==> config.mk <==
export PLATFORM = sky130hd
export DESIGN_NAME = keyed_deadman
export DESIGN_NICKNAME = d
export VERILOG_FILES = /design/src/rtl/dmt_pkg.sv /design/src/rtl/dmt_count.sv /design/src/rtl/dmt_keychk.sv /design/src/rtl/dmt_event.sv /design/src/rtl/keyed_deadman.sv
export SDC_FILE = /design/constraint.sdc
export NUM_CORES = 1
export LEC_CHECK = 0
export ABC_AREA = 1
export BUFFER_PORTS_ARGS = -buffer_cell sky130_fd_sc_hd__buf_2
export CORE_ASPECT_RATIO = 0.75
export CORE_MARGIN = 10
export CORE_UTILIZATION = 50
export CTS_CLUSTER_SIZE = 10
export DETAILED_ROUTE_END_ITERATION = 8
export GPL_TIMING_DRIVEN = 0
export PLACE_DENSITY = 0.71
export SYNTH_ARGS = -nofsm -noshare
export SYNTH_HDL_FRONTEND = slang
export SYNTH_SLANG_ARGS = --single-unit
==> constraint.sdc <==
create_clock -name clk -period 10.3 [get_ports clk]
set_input_delay 1.545 -clock clk [delete_from_list [all_inputs] [get_ports clk]]
set_output_delay 1.545 -clock clk [all_outputs]
set_load 0.02 [all_outputs]
==> src/rtl/dmt_pkg.sv <==
package dmt_pkg;
  localparam logic [7:0] OFS_CTRL      = 8'h00;
  localparam logic [7:0] OFS_ARM       = 8'h10;
  localparam logic [7:0] OFS_KICK      = 8'h20;
  localparam logic [7:0] OFS_STAT      = 8'h30;
  localparam logic [7:0] OFS_CNT       = 8'h40;
  localparam logic [7:0] OFS_CAUSE     = 8'h50;
  localparam logic [7:0] OFS_CAUSE_CLR = 8'h54;
  localparam logic [7:0] OFS_PERIOD    = 8'h60;
  localparam logic [7:0] OFS_WIN       = 8'h70;

  localparam logic [7:0] KEY_ARM  = 8'h40;
  localparam logic [7:0] KEY_KICK = 8'h08;

  localparam int EN_BIT    = 15;
  localparam int ST_WIN    = 0;
  localparam int ST_EVT    = 5;
  localparam int ST_BAD2   = 6;
  localparam int ST_BAD1   = 7;
  localparam int CAUSE_BIT = 5;
endpackage

==> src/rtl/dmt_count.sv <==
module dmt_count #(
  parameter int CNT_W = 32
) (
  input  logic             clk,
  input  logic             rst_n,
  input  logic             live,
  input  logic             halt,
  input  logic             restart,
  input  logic [CNT_W-1:0] period,
  input  logic [CNT_W-1:0] window,
  output logic [CNT_W-1:0] count_q,
  output logic             win_open,
  output logic             expired
);
  logic [CNT_W-1:0] count_d;
  logic [CNT_W-1:0] thresh;

  always_comb begin
    thresh = (window >= period) ? '0 : (period - window);
  end

  always_comb begin
    count_d = count_q;
    if (!live)                           count_d = '0;
    else if (restart)                    count_d = '0;
    else if (!halt && count_q < period)  count_d = count_q + 1'b1;
  end

  always_ff @(posedge clk or negedge rst_n) begin
    if (!rst_n) count_q <= '0;
    else        count_q <= count_d;
  end

  assign win_open = live && (count_q >= thresh);
  assign expired  = live && (count_q >= period);


  count_le_period_chk: assert property (@(posedge clk) disable iff (!rst_n)
    count_q <= period);

  count_step_chk: assert property (@(posedge clk) disable iff (!rst_n)
    (live && !halt && !restart && count_q < period) |=> count_q == $past(count_q) + 1'b1);

  restart_zero_chk: assert property (@(posedge clk) disable iff (!rst_n)
    (live && restart) |=> count_q == '0);
endmodule

==> src/rtl/dmt_keychk.sv <==
module dmt_keychk
  import dmt_pkg::*;
(
  input  logic        clk,
  input  logic        rst_n,
  input  logic        live,
  input  logic        arm_wr,
  input  logic        kick_wr,
  input  logic [15:0] key_data,
  input  logic        win_open,
  output logic        kick_ok,
  output logic        bad1_q,
  output logic        bad2_q
);
  logic armed_q, armed_d, bad1_d, bad2_d, arm_good;

  assign arm_good = arm_wr && (key_data[15:8] == KEY_ARM);
  assign kick_ok  = kick_wr && armed_q && (key_data[7:0] == KEY_KICK) && win_open;

  always_comb begin
    armed_d = armed_q;
    bad1_d  = bad1_q;
    bad2_d  = bad2_q;
    if (!live) begin
      armed_d = 1'b0;
      bad1_d  = 1'b0;
      bad2_d  = 1'b0;
    end else begin
      if (kick_wr)       armed_d = 1'b0;
      else if (arm_good) armed_d = 1'b1;
      if (arm_wr && !arm_good) bad1_d = 1'b1;
      if (kick_wr && !kick_ok) bad2_d = 1'b1;
    end
  end

  always_ff @(posedge clk or negedge rst_n) begin
    if (!rst_n) begin
      armed_q <= 1'b0;
      bad1_q  <= 1'b0;
      bad2_q  <= 1'b0;
    end else begin
      armed_q <= armed_d;
      bad1_q  <= bad1_d;
      bad2_q  <= bad2_d;
    end
  end


  bad1_hold_chk: assert property (@(posedge clk) disable iff (!rst_n)
    (live && bad1_q) |=> bad1_q);

  bad2_hold_chk: assert property (@(posedge clk) disable iff (!rst_n)
    (live && bad2_q) |=> bad2_q);

  bad_arm_flag_chk: assert property (@(posedge clk) disable iff (!rst_n)
    (live && arm_wr && key_data[15:8] != KEY_ARM) |=> bad1_q);

  early_kick_chk: assert property (@(posedge clk) disable iff (!rst_n)
    (live && kick_wr && !win_open) |=> bad2_q);
endmodule

==> src/rtl/dmt_event.sv <==
module dmt_event (
  input  logic clk,
  input  logic rst_n,
  input  logic live,
  input  logic expired,
  input  logic bad1,
  input  logic bad2,
  input  logic cause_clr,
  output logic evt_q,
  output logic pulse_q,
  output logic cause_q
);
  logic fire, evt_d, cause_d;

  assign fire = live && !evt_q && (expired || bad1 || bad2);

  always_comb begin
    evt_d   = live ? (evt_q || fire) : 1'b0;
    cause_d = cause_q;
    if (fire)           cause_d = 1'b1;
    else if (cause_clr) cause_d = 1'b0;
  end

  always_ff @(posedge clk or negedge rst_n) begin
    if (!rst_n) begin
      evt_q   <= 1'b0;
      pulse_q <= 1'b0;
      cause_q <= 1'b0;
    end else begin
      evt_q   <= evt_d;
      pulse_q <= fire;
      cause_q <= cause_d;
    end
  end


  pulse_single_chk: assert property (@(posedge clk) disable iff (!rst_n)
    pulse_q |=> !pulse_q);

  pulse_with_flag_chk: assert property (@(posedge clk) disable iff (!rst_n)
    $rose(evt_q) |-> pulse_q);

  cause_keep_chk: assert property (@(posedge clk) disable iff (!rst_n)
    (cause_q && !cause_clr) |=> cause_q);
endmodule

==> src/rtl/keyed_deadman.sv <==
module keyed_deadman
  import dmt_pkg::*;
#(
  parameter int CNT_W      = 32,
  parameter int DATA_W     = 32,
  parameter int DEF_PERIOD = 1000,
  parameter int DEF_WINDOW = 250
) (
  input  logic              clk,
  input  logic              rst_n,
  input  logic              bus_wr,
  input  logic [7:0]        bus_addr,
  input  logic [DATA_W-1:0] bus_wdata,
  output logic [DATA_W-1:0] bus_rdata,
  output logic              evt_o
);
  localparam logic [CNT_W-1:0] PERIOD_RST = CNT_W'(DEF_PERIOD);
  localparam logic [CNT_W-1:0] WINDOW_RST = CNT_W'(DEF_WINDOW);

  logic [1:0] rs_q;
  logic       arst_n;

  always_ff @(posedge clk or negedge rst_n) begin
    if (!rst_n) rs_q <= 2'b00;
    else        rs_q <= {rs_q[0], 1'b1};
  end
  assign arst_n = rs_q[1];

  logic             en_q, en_d, blk_q, blk_d;
  logic [CNT_W-1:0] period_q, period_d, win_q, win_d;
  logic             wr_ok, wr_ctrl, dis_req, live;
  logic             arm_wr, kick_wr, cause_clr;
  logic             kick_ok, bad1, bad2, evt, cause;
  logic [CNT_W-1:0] count;
  logic             win_open, expired;

  assign wr_ok   = bus_wr && !blk_q;
  assign wr_ctrl = wr_ok && (bus_addr == OFS_CTRL);
  assign dis_req = en_q && wr_ctrl && !bus_wdata[EN_BIT];
  assign live    = en_q && !dis_req;

  assign arm_wr    = wr_ok && live && !evt && (bus_addr == OFS_ARM);
  assign kick_wr   = wr_ok && live && !evt && (bus_addr == OFS_KICK);
  assign cause_clr = wr_ok && (bus_addr == OFS_CAUSE_CLR) && bus_wdata[CAUSE_BIT];

  always_comb begin
    en_d     = wr_ctrl ? bus_wdata[EN_BIT] : en_q;
    blk_d    = dis_req;
    period_d = period_q;
    win_d    = win_q;
    if (wr_ok && !en_q && bus_addr == OFS_PERIOD) period_d = bus_wdata[CNT_W-1:0];
    if (wr_ok && !en_q && bus_addr == OFS_WIN)    win_d    = bus_wdata[CNT_W-1:0];
  end

  always_ff @(posedge clk or negedge arst_n) begin
    if (!arst_n) begin
      en_q     <= 1'b0;
      blk_q    <= 1'b0;
      period_q <= PERIOD_RST;
      win_q    <= WINDOW_RST;
    end else begin
      en_q     <= en_d;
      blk_q    <= blk_d;
      period_q <= period_d;
      win_q    <= win_d;
    end
  end

  dmt_count #(.CNT_W(CNT_W)) u_count (
    .clk      (clk),
    .rst_n    (arst_n),
    .live     (live),
    .halt     (evt),
    .restart  (kick_ok),
    .period   (period_q),
    .window   (win_q),
    .count_q  (count),
    .win_open (win_open),
    .expired  (expired)
  );

  dmt_keychk u_keys (
    .clk      (clk),
    .rst_n    (arst_n),
    .live     (live),
    .arm_wr   (arm_wr),
    .kick_wr  (kick_wr),
    .key_data (bus_wdata[15:0]),
    .win_open (win_open),
    .kick_ok  (kick_ok),
    .bad1_q   (bad1),
    .bad2_q   (bad2)
  );

  dmt_event u_event (
    .clk       (clk),
    .rst_n     (arst_n),
    .live      (live),
    .expired   (expired),
    .bad1      (bad1),
    .bad2      (bad2),
    .cause_clr (cause_clr),
    .evt_q     (evt),
    .pulse_q   (evt_o),
    .cause_q   (cause)
  );

  always_comb begin
    bus_rdata = '0;
    if (!blk_q) begin
      case (bus_addr)
        OFS_CTRL:   bus_rdata[EN_BIT] = en_q;
        OFS_STAT: begin
          bus_rdata[ST_WIN]  = win_open;
          bus_rdata[ST_EVT]  = evt;
          bus_rdata[ST_BAD2] = bad2;
          bus_rdata[ST_BAD1] = bad1;
        end
        OFS_CNT:    bus_rdata = DATA_W'(count);
        OFS_PERIOD: bus_rdata = DATA_W'(period_q);
        OFS_WIN:    bus_rdata = DATA_W'(win_q);
        OFS_CAUSE:  bus_rdata[CAUSE_BIT] = cause;
        default:    bus_rdata = '0;
      endcase
    end
  end


  period_frozen_chk: assert property (@(posedge clk) disable iff (!arst_n)
    en_q |=> $stable(period_q) && $stable(win_q));

  blocked_read_chk: assert property (@(posedge clk) disable iff (!arst_n)
    blk_q |-> bus_rdata == '0);

  blocked_once_chk: assert property (@(posedge clk) disable iff (!arst_n)
    blk_q |=> !blk_q && !en_q);
endmodule

==> summary.md, run 1 <==
| Metric | Value |
|---|---|
| Post-synthesis simple-gate area fraction | `0.316` |
| Top-count cell post-synth | `nand2_1` |
| Clock Latency Late Sink | `0.37 ns` |
| Core Footprint | `19300 um2` |
| Die area | `25600 um2` |
| Most used cell, CP | `nand2_1` |
| First drt pass iteration count | `6` |
| Nets | `1666` |
| Initial core utilization | `0.507` |
| Worst slew margin | `0.441` |
| R2R Path Start | `win_q[6]` |
| GRT Residual Overflow | `0` |
| Finished Core Util | `0.560` |
| Top post-synthesis cells by area | `dfrtp_1, nand2_1, ha_1, inv_1, o21ai_0` |
| Number of global-route vias before repair | `9436` |
| Tmin final | `6.12 ns` |
| Post-synthesis mux area share | `0` |
| First-pass GRT wire length | `53000 um` |
| Mean Syn Cell Area | `6.81 um2` |
| Fraction of the cycle the final worst path needs | `0.594` |
| Register area share after synthesis | `0.272` |
| Clk slew on worst S/H paths | `0.08 ns` |
| Slowest library cell on the worst path | `dfstp_2` |
| Drt drc | `0` |
| Layout cell share with drive strength beyond 1 | `0.124` |
| Ports | `76` |
| Leakage power | `0.00571 uW` |
| R2R depth | `25` |
| Layout area overhead | `10.6%` |
| CP endpoint kind | `output pin` |
| Largest family of logic cells by synthesized area | `simple AND/OR/NAND/NOR gates` |
| Slew @ Worst Pin | `0.838 ns` |
| Total CTS buffers | `9` |
| Clk sink count | `106` |
| Final Hold Vio Count | `0` |
| Site row count | `44` |
| Mapped cell area | `9790 um2` |
| GRT Total Usage | `0.260` |
| Cell variety after synth | `51` |
| CTS Root Buffer Type | `clkbuf_16` |
| Worst r2r dst | `u_count.count_q[8]` |
| Adder-cell share of the synthesized area | `0.126` |
| Worst Hold Class | `reg -> async` |
| Status | `complete, no violations` |
| Critical Path RT | `8.76 ns` |
| Dpl cells | `1767` |
| Max VDD drop | `0.0973 mV` |
| Sum of negative setup slack | `0 ns` |
| Avg WL per Cell | `19.2 um` |
| Number of synthesized flops with an enable pin | `0` |
| Critical Path Fanout Max | `10` |
| Post-route ant nets | `0` |
| Clock Path Buffers | `2` |
| Max-Cap Viols | `0` |
| Slowest stage delay, CP | `0.54 ns` |
| Fin cells | `1783` |
| First DRT Iteration DRCs | `1116` |
| WP data arrival | `4.58 ns` |
| CTS tree | `yes` |
| Maximum number of pins on one net before global-route repair | `60` |
| Wirelength, routed | `34200 um` |
| Synth Area in XOR/XNOR | `0.0322` |
| FFs w/ async S/R, synth | `1.00` |
| # diodes | `0` |
| Post-CTS Hold Fix Bufs | `0` |
| Synth Register Bits | `106` |
| Buffers and inverters on the worst path | `4` |
| Vias per cell | `5.62` |
| Synth Area in Compound Gates | `0.145` |
| HPWL after DPL | `28200 um` |
| Most frequent cells after synthesis | `nand2_1, inv_1, nor2_1` |
| Critical path origin | `win_q[6]` |
| Power per cell area | `138 nW/um2` |
| Initial antenna violation count | `0` |
| Post-CTS setup buffers | `0` |
| Post-CTS sizing | `0` |
| Synth area leader | `dfrtp_1` |
| CTS H-tree lvls | `3` |
| Ys flop type | `dfrtp_1` |
| Post-Syn Instances | `1438` |
| Number of port buffers | `75` |
| Final Max Tran Viols | `0` |
| Syn nets | `1579` |
| R2R Setup Slk | `5.74 ns` |
| CP Class | `reg -> out` |
| Startpoint types | `register` |
| Peak Freq | `0.163 GHz` |
| CP top delay family | `simple AND/OR/NAND/NOR gates` |
| Final setup viols | `0` |
| Clock skew | `0.0127 ns` |
| GPL Wtd Cong | `1.00` |
| Warnings from Yosys | `0` |
| Power Total | `1490 uW` |
| Die Width | `182 um` |
| Routed via count | `10.0k` |
| RSZ-0062 raised after global routing | `false` |
| Cell Chain, Critical Path | `inv_1, ha_1, nand2_1, nor2_1, nand2_1, o211ai_2, nand3_1, nand2_1, nand2_1, nand2_2, nand2_4, inv_6, buf_8, nand3_2, ha_1, nand4_1, nor3_1, nand2_1, o21bai_1, nand2_1, nand3_1, a21oi_1, buf_2` |
| Height of the die | `141 um` |
| Top cell type's share of synthesized area | `0.240` |
==> registers in the layout, indices dropped and copies added, names as in the netlist <==
| register | cells |
|---|---|
| period_q | 32 |
| u_count.count_q | 32 |
| win_q | 32 |
| rs_q | 2 |
| blk_q | 1 |
| en_q | 1 |
| u_event.cause_q | 1 |
| u_event.evt_q | 1 |
| u_event.pulse_q | 1 |
| u_keys.armed_q | 1 |
| u_keys.bad1_q | 1 |
| u_keys.bad2_q | 1 |
==> placed cells by master, fill, tap and decap left out, types with 5 or more instances in the layout <==
master,synthesis,layout
nand2_1,339,339
inv_1,212,212
nor2_1,122,122
o21ai_0,115,115
nand3_1,102,102
ha_1,97,97
dfrtp_1,94,93
buf_2,8,83
a21oi_1,76,76
xor2_1,25,25
nor3_1,23,23
nand4_1,22,22
clkbuf_1,19,19
o22ai_1,16,16
nand2_2,14,14
nand3_2,14,14
or2_2,14,14
o221ai_1,13,13
dfstp_2,12,12
xnor2_1,11,11
o21a_1,10,10
clkbuf_16,0,9
nor2_2,8,8
nand3b_1,8,8
nor4_1,6,6
buf_6,6,6
nor3_2,5,5
a21o_1,5,5
==> final cells by class <==
type | instances | area (um2)
timing repair buffer | 76 | 403
buffer | 39 | 224
fill | 1920 | 8500
tap | 253 | 317
inverter | 220 | 831
clock inverter | 5 | 60.1
multi-input combinational | 1073 | 6070
sequential | 106 | 2670
clock buffer | 11 | 253
==> per-layer routing <==
| metal | up-vias | routed length [um] | track usage | part of all wire |
|---|---|---|---|---|
| met4 | 0 | 656 | 0.0607 | 0.019 |
| met3 | 39 | 3430 | 0.0721 | 0.10 |
| met5 | - | 0 | 0 | 0 |
| li1 | 4904 | - | - | - |
| met2 | 429 | 13700 | 0.362 | 0.40 |
| met1 | 4649 | 16500 | 0.384 | 0.48 |
==> how the worst max path moves through the flow <==
stage	slack, ns	to	cells after the start
after floorplan	5.48	bus_rdata[0]	25
after global placement	4.69	bus_rdata[0]	23
after detailed placement	4.67	bus_rdata[0]	23
after CTS	4.27	bus_rdata[0]	23
after global routing	3.88	bus_rdata[0]	23
final	4.18	bus_rdata[0]	23
==> report_power, final <==
part / switching, uW / leakage [uW] / internal [uW]
clock: 176 / 0.000153 / 204
sequential: 15.8 / 0.00142 / 433
combinational: 455 / 0.00414 / 209
==> stage by stage <==
step	setup WS [ns]	cell area, um2	hold slack (ns)
floorplan	5.48	9790	0.331
global placement	4.69	10500	0.340
detailed placement	4.67	10500	0.344
CTS	4.27	10800	0.370
global route	3.88	10800	0.373
finish	4.18	10800	0.346
==> cells by family after synthesis <==
logic type / Yosys count
simple gates: 686
buf+inv: 259
compound gates: 252
flops: 106
fa+ha+maj: 98
xor+xnor: 36
other cells: 1
(Power assumes the default switching activity.)
==> run 2: changes to the inputs <==
--- a/config.mk
+++ b/config.mk
@@ -5,7 +5,7 @@
 export SDC_FILE = /design/constraint.sdc
 export NUM_CORES = 1
 export LEC_CHECK = 0
-export ABC_AREA = 1
+export ABC_AREA = 0
 export BUFFER_PORTS_ARGS = -buffer_cell sky130_fd_sc_hd__buf_2
 export CORE_ASPECT_RATIO = 0.75
 export CORE_MARGIN = 10
@@ -13,7 +13,7 @@
 export CTS_CLUSTER_SIZE = 10
 export DETAILED_ROUTE_END_ITERATION = 8
 export GPL_TIMING_DRIVEN = 0
-export PLACE_DENSITY = 0.71
+export PLACE_DENSITY = 0.74
 export SYNTH_ARGS = -nofsm -noshare
 export SYNTH_HDL_FRONTEND = slang
 export SYNTH_SLANG_ARGS = --single-unit
==> constraint.sdc (replaced) <==
create_clock -name clk -period 5 [get_ports clk]
set_input_delay 0.75 -clock clk [delete_from_list [all_inputs] [get_ports clk]]
set_output_delay 0.75 -clock clk [all_outputs]
set_load 0.02 [all_outputs]
==> run 2 against run 1 <==
Against the previous run:
- the flow now finishes with violations (negative setup slack)
- wire length is 21% lower
- core utilization up 4.5 points
- count of clock-buffer cells in the layout down 1
- synthesized area decreased by 9.0%
- combinational power grew 100%
- synthesized cell count fell by 29%
- sequential share of layout area rose by 0.49 points
- clock skew increased by 0.00087 ns
- via count shrank 19%
- critical path depth up 1
- sequential power is 110% higher
- largest cell class unchanged
- largest power group unchanged
==> summary.md, run 2 <==
| Metric | Value |
|---|---|
| Worst slew margin | `0.0939 (-0.348)` |
| GPL Wtd Cong | `0.936 (-6.6%)` |
| Ports | `76 (unchanged)` |
| Tmin final | `5.59 ns` |
| Hold slack | `0.152 ns (-0.194 ns)` |
| Top-count cell post-synth | `ha_1` |
| Die Width | `174 um (-4.1%)` |
| Mean Syn Cell Area | `8.74 um2 (+28%)` |
| Initial core utilization | `0.508 (+0.00104)` |
| Routed via count | `8152 (-19%)` |
| Die area | `23600 um2 (-7.9%)` |
| Post-route ant nets | `0 (unchanged)` |
| Power per cell area | `298 nW/um2 (+120%)` |
| Wirelength, routed | `26900 um (-21%)` |
| CTS tree | `yes` |
| Post-Syn Instances | `1020 (-29%)` |
| CP Class | `reg -> out` |
| Sequential power share | `0.294 (-0.006)` |
| Combinational Power Share | `0.422 (-0.023)` |
| Ys flop type | `dfrtp_1` |
| CTS H-tree lvls | `3 (unchanged)` |
| Failing checks | `negative setup slack` |
| Largest registers | `period_q x32, u_count.count_q x32, win_q x32` |
| Cell Chain, Critical Path | `inv_1, ha_2, inv_2, fa_2, a211oi_2, o211ai_1, nand3_1, a21boi_2, o311ai_4, buf_4, buf_4, buf_4, buf_4, buf_4, o211ai_1, ha_1, and4_1, nand4_1, nor4_2, o31a_1, nor2_4, a2bb2oi_2, nor2_2, buf_6` |
| Core Footprint | `17600 um2 (-9.2%)` |
| Max VDD drop | `0.186 mV (+91%)` |
| Initial antenna violation count | `0 (unchanged)` |
| Maximum number of pins on one net before global-route repair | `69 (+15%)` |
| Cell variety after synth | `67 (+31%)` |
| Synth area leader | `dfrtp_1` |
| FFs w/ async S/R, synth | `1.00 (unchanged)` |
| Leakage power | `0.00487 uW (-15%)` |
| Status | `finished with violations` |
| Fillers | `1555 (-19%)` |
| Sw Ratio | `0.346 (-0.0874)` |
| Post-DP Area | `9620 um2 (-8.5%)` |
| Register area share after synthesis | `0.299 (+0.0269)` |
| Drt drc | `0 (unchanged)` |
| GRT Residual Overflow | `0 (unchanged)` |
| Peak Freq | `0.179 GHz` |
| Commonest non-fill, non-tap cells in the layout | `nor2_1, dfrtp_1, nand2_1, inv_1, ha_1` |
| Synth Register Bits | `106 (unchanged)` |
| NetSw | `1090 uW (+69%)` |
| Clk sink count | `106 (unchanged)` |
| Most frequent cells after synthesis | `ha_1, dfrtp_1, nor2_1` |
| Critical Path RT | `4.25 ns (-4.51 ns)` |
| Post-CTS Hold Fix Bufs | `0 (unchanged)` |
| Final worst setup slack | `-0.594 ns (-4.77 ns)` |
| # diodes | `0 (unchanged)` |
| Syn nets | `1161 (-26%)` |
| Clock Path Buffers | `2 (unchanged)` |
| Number of synthesized flops with an enable pin | `0 (unchanged)` |
| First drt pass iteration count | `5 (-1)` |
| Internal Power | `2070 uW (+140%)` |
| Warnings from Yosys | `0 (unchanged)` |
| Final instance area | `10600 um2 (-1.9%)` |
| Slowest library cell on the worst path | `dfrtp_1` |
| CP top delay family | `compound AO/OA/AOI/OAI gates` |
| CTS Root Buffer Type | `clkbuf_16` |
| CP endpoint kind | `output pin` |
| Slowest stage delay, CP | `0.40 ns (-0.14 ns)` |
| First-pass GRT wire length | `42100 um (-21%)` |
| Mapped cell area | `8910 um2 (-9.0%)` |
| Clock skew | `0.0135 ns (+0.000873 ns)` |
| Top post-synthesis cells by area | `dfrtp_1, ha_1, mux2_2, a21oi_1, nor2_1` |
| Layout cell share with drive strength beyond 1 | `0.266 (+0.142)` |
| Finished Core Util | `0.605 (+0.0447)` |
| DP Worst Slack | `-1.07 ns (-5.74 ns)` |
| Vias per cell | `5.91 (+5.2%)` |
| Final Max Tran Viols | `0 (unchanged)` |
| Critical Path Fanout Max | `2 (-8)` |
| Clk slew on worst S/H paths | `0.07 ns (about the same)` |
| Worst Hold Class | `in -> async` |
| Final Hold Vio Count | `0 (unchanged)` |
| WP data arrival | `4.84 ns (+0.26 ns)` |
| Max-Cap Viols | `0 (unchanged)` |
| Clock network power share | `0.284 (+0.029)` |
| RSZ-0062 raised after global routing | `true` |
| Number of port buffers | `75 (unchanged)` |
| Most used cell, CP | `buf_4` |
| Number of global-route vias before repair | `7882 (-16%)` |
| Fraction of the cycle the final worst path needs | `1.12` |
| First DRT Iteration DRCs | `818 (-27%)` |
| Startpoint types | `register` |
| Avg WL per Cell | `19.5 um (+1.7%)` |
| Top cell type's share of synthesized area | `0.264 (+0.0237)` |
| Site row count | `42 (-4.5%)` |
| Clock Latency Late Sink | `0.37 ns (about the same)` |
| HPWL after DPL | `19600 um (-30%)` |
| Final setup viols | `1 (+1)` |
| GRT Total Usage | `0.222 (-0.0377)` |
| Buffers and inverters on the worst path | `8 (+4)` |
| Layout area overhead | `19.2%` |
| Height of the die | `136 um (-3.9%)` |
| Total CTS buffers | `9 (unchanged)` |
| Power Total | `3160 uW (+110%)` |
| Slew @ Worst Pin | `1.35 ns (+0.509 ns)` |
| Nets | `1273 (-24%)` |
[run 2: repair_timing]
action,CTS,global route
setup endpoints to repair,34,33
pin swaps,23,21
resized for setup,53,25
buffers inserted,23,14
cloned,0,1
[run 2: worst paths after layout]
kind	start	end	slack (ns)	cells after the start
worst max-delay path	period_q[0]	bus_rdata[0]	-0.59	24
worst max register to register	period_q[0]	u_count.count_q[22]	0.07	26
max in group asynchronous	rs_q[1]	period_q[23]	3.91	1
worst min-delay path	rst_n	rs_q[1]	0.15	1
worst min register to register	rs_q[1]	u_count.count_q[9]	0.31	0
min in group clk	rs_q[0]	rs_q[1]	0.36	0
[run 2: cells by family after synthesis]
group,share of synthesized area
xor gates and xnor gates,0.0531
buffers and inverters,0.0585
AOI/OAI and AO/OA,0.140
DFF,0.299
muxes,0.119
other,0.000421
adders and majority gates,0.138
and+or+nand+nor,0.191
[run 2: metrics by stage]
step | setup TNS (ns) | cells
2_1_floorplan | 0 | 1020
3_3_place_gp | -15.29 | 1337
3_5_place_dp | -17.11 | 1338
4_1_cts | -0.450 | 1368
5_1_grt | -0.848 | 1379
6_report | -0.594 | 1379
[run 2: per-layer routing]
layer / global-route usage / share of wire
met5: 0 / 0
met4: 0.0767 / 0.022
met3: 0.0604 / 0.092
met2: 0.322 / 0.41
met1: 0.312 / 0.47
[run 2: cell type report]
cell class	count	area, um2	area share
well taps	242	303	0.0285
multi-input cells	788	6060	0.571
plain buffers	31	181	0.0171
clock buffers	10	229	0.0216
inverters	85	319	0.0300
clock inverters	6	138	0.0130
flip-flops and latches	106	2670	0.252
repair buffers	111	718	0.0676
[run 2: power by group through the flow]
stage          Sequential (uW)  Clock, uW  Combinational, uW
2_1_floorplan              940          0                756
3_3_place_gp               954          0                968
3_5_place_dp               945          0                999
4_1_cts                    930        910               1210
5_1_grt                    936        935               1450
6_report                   931        898               1330
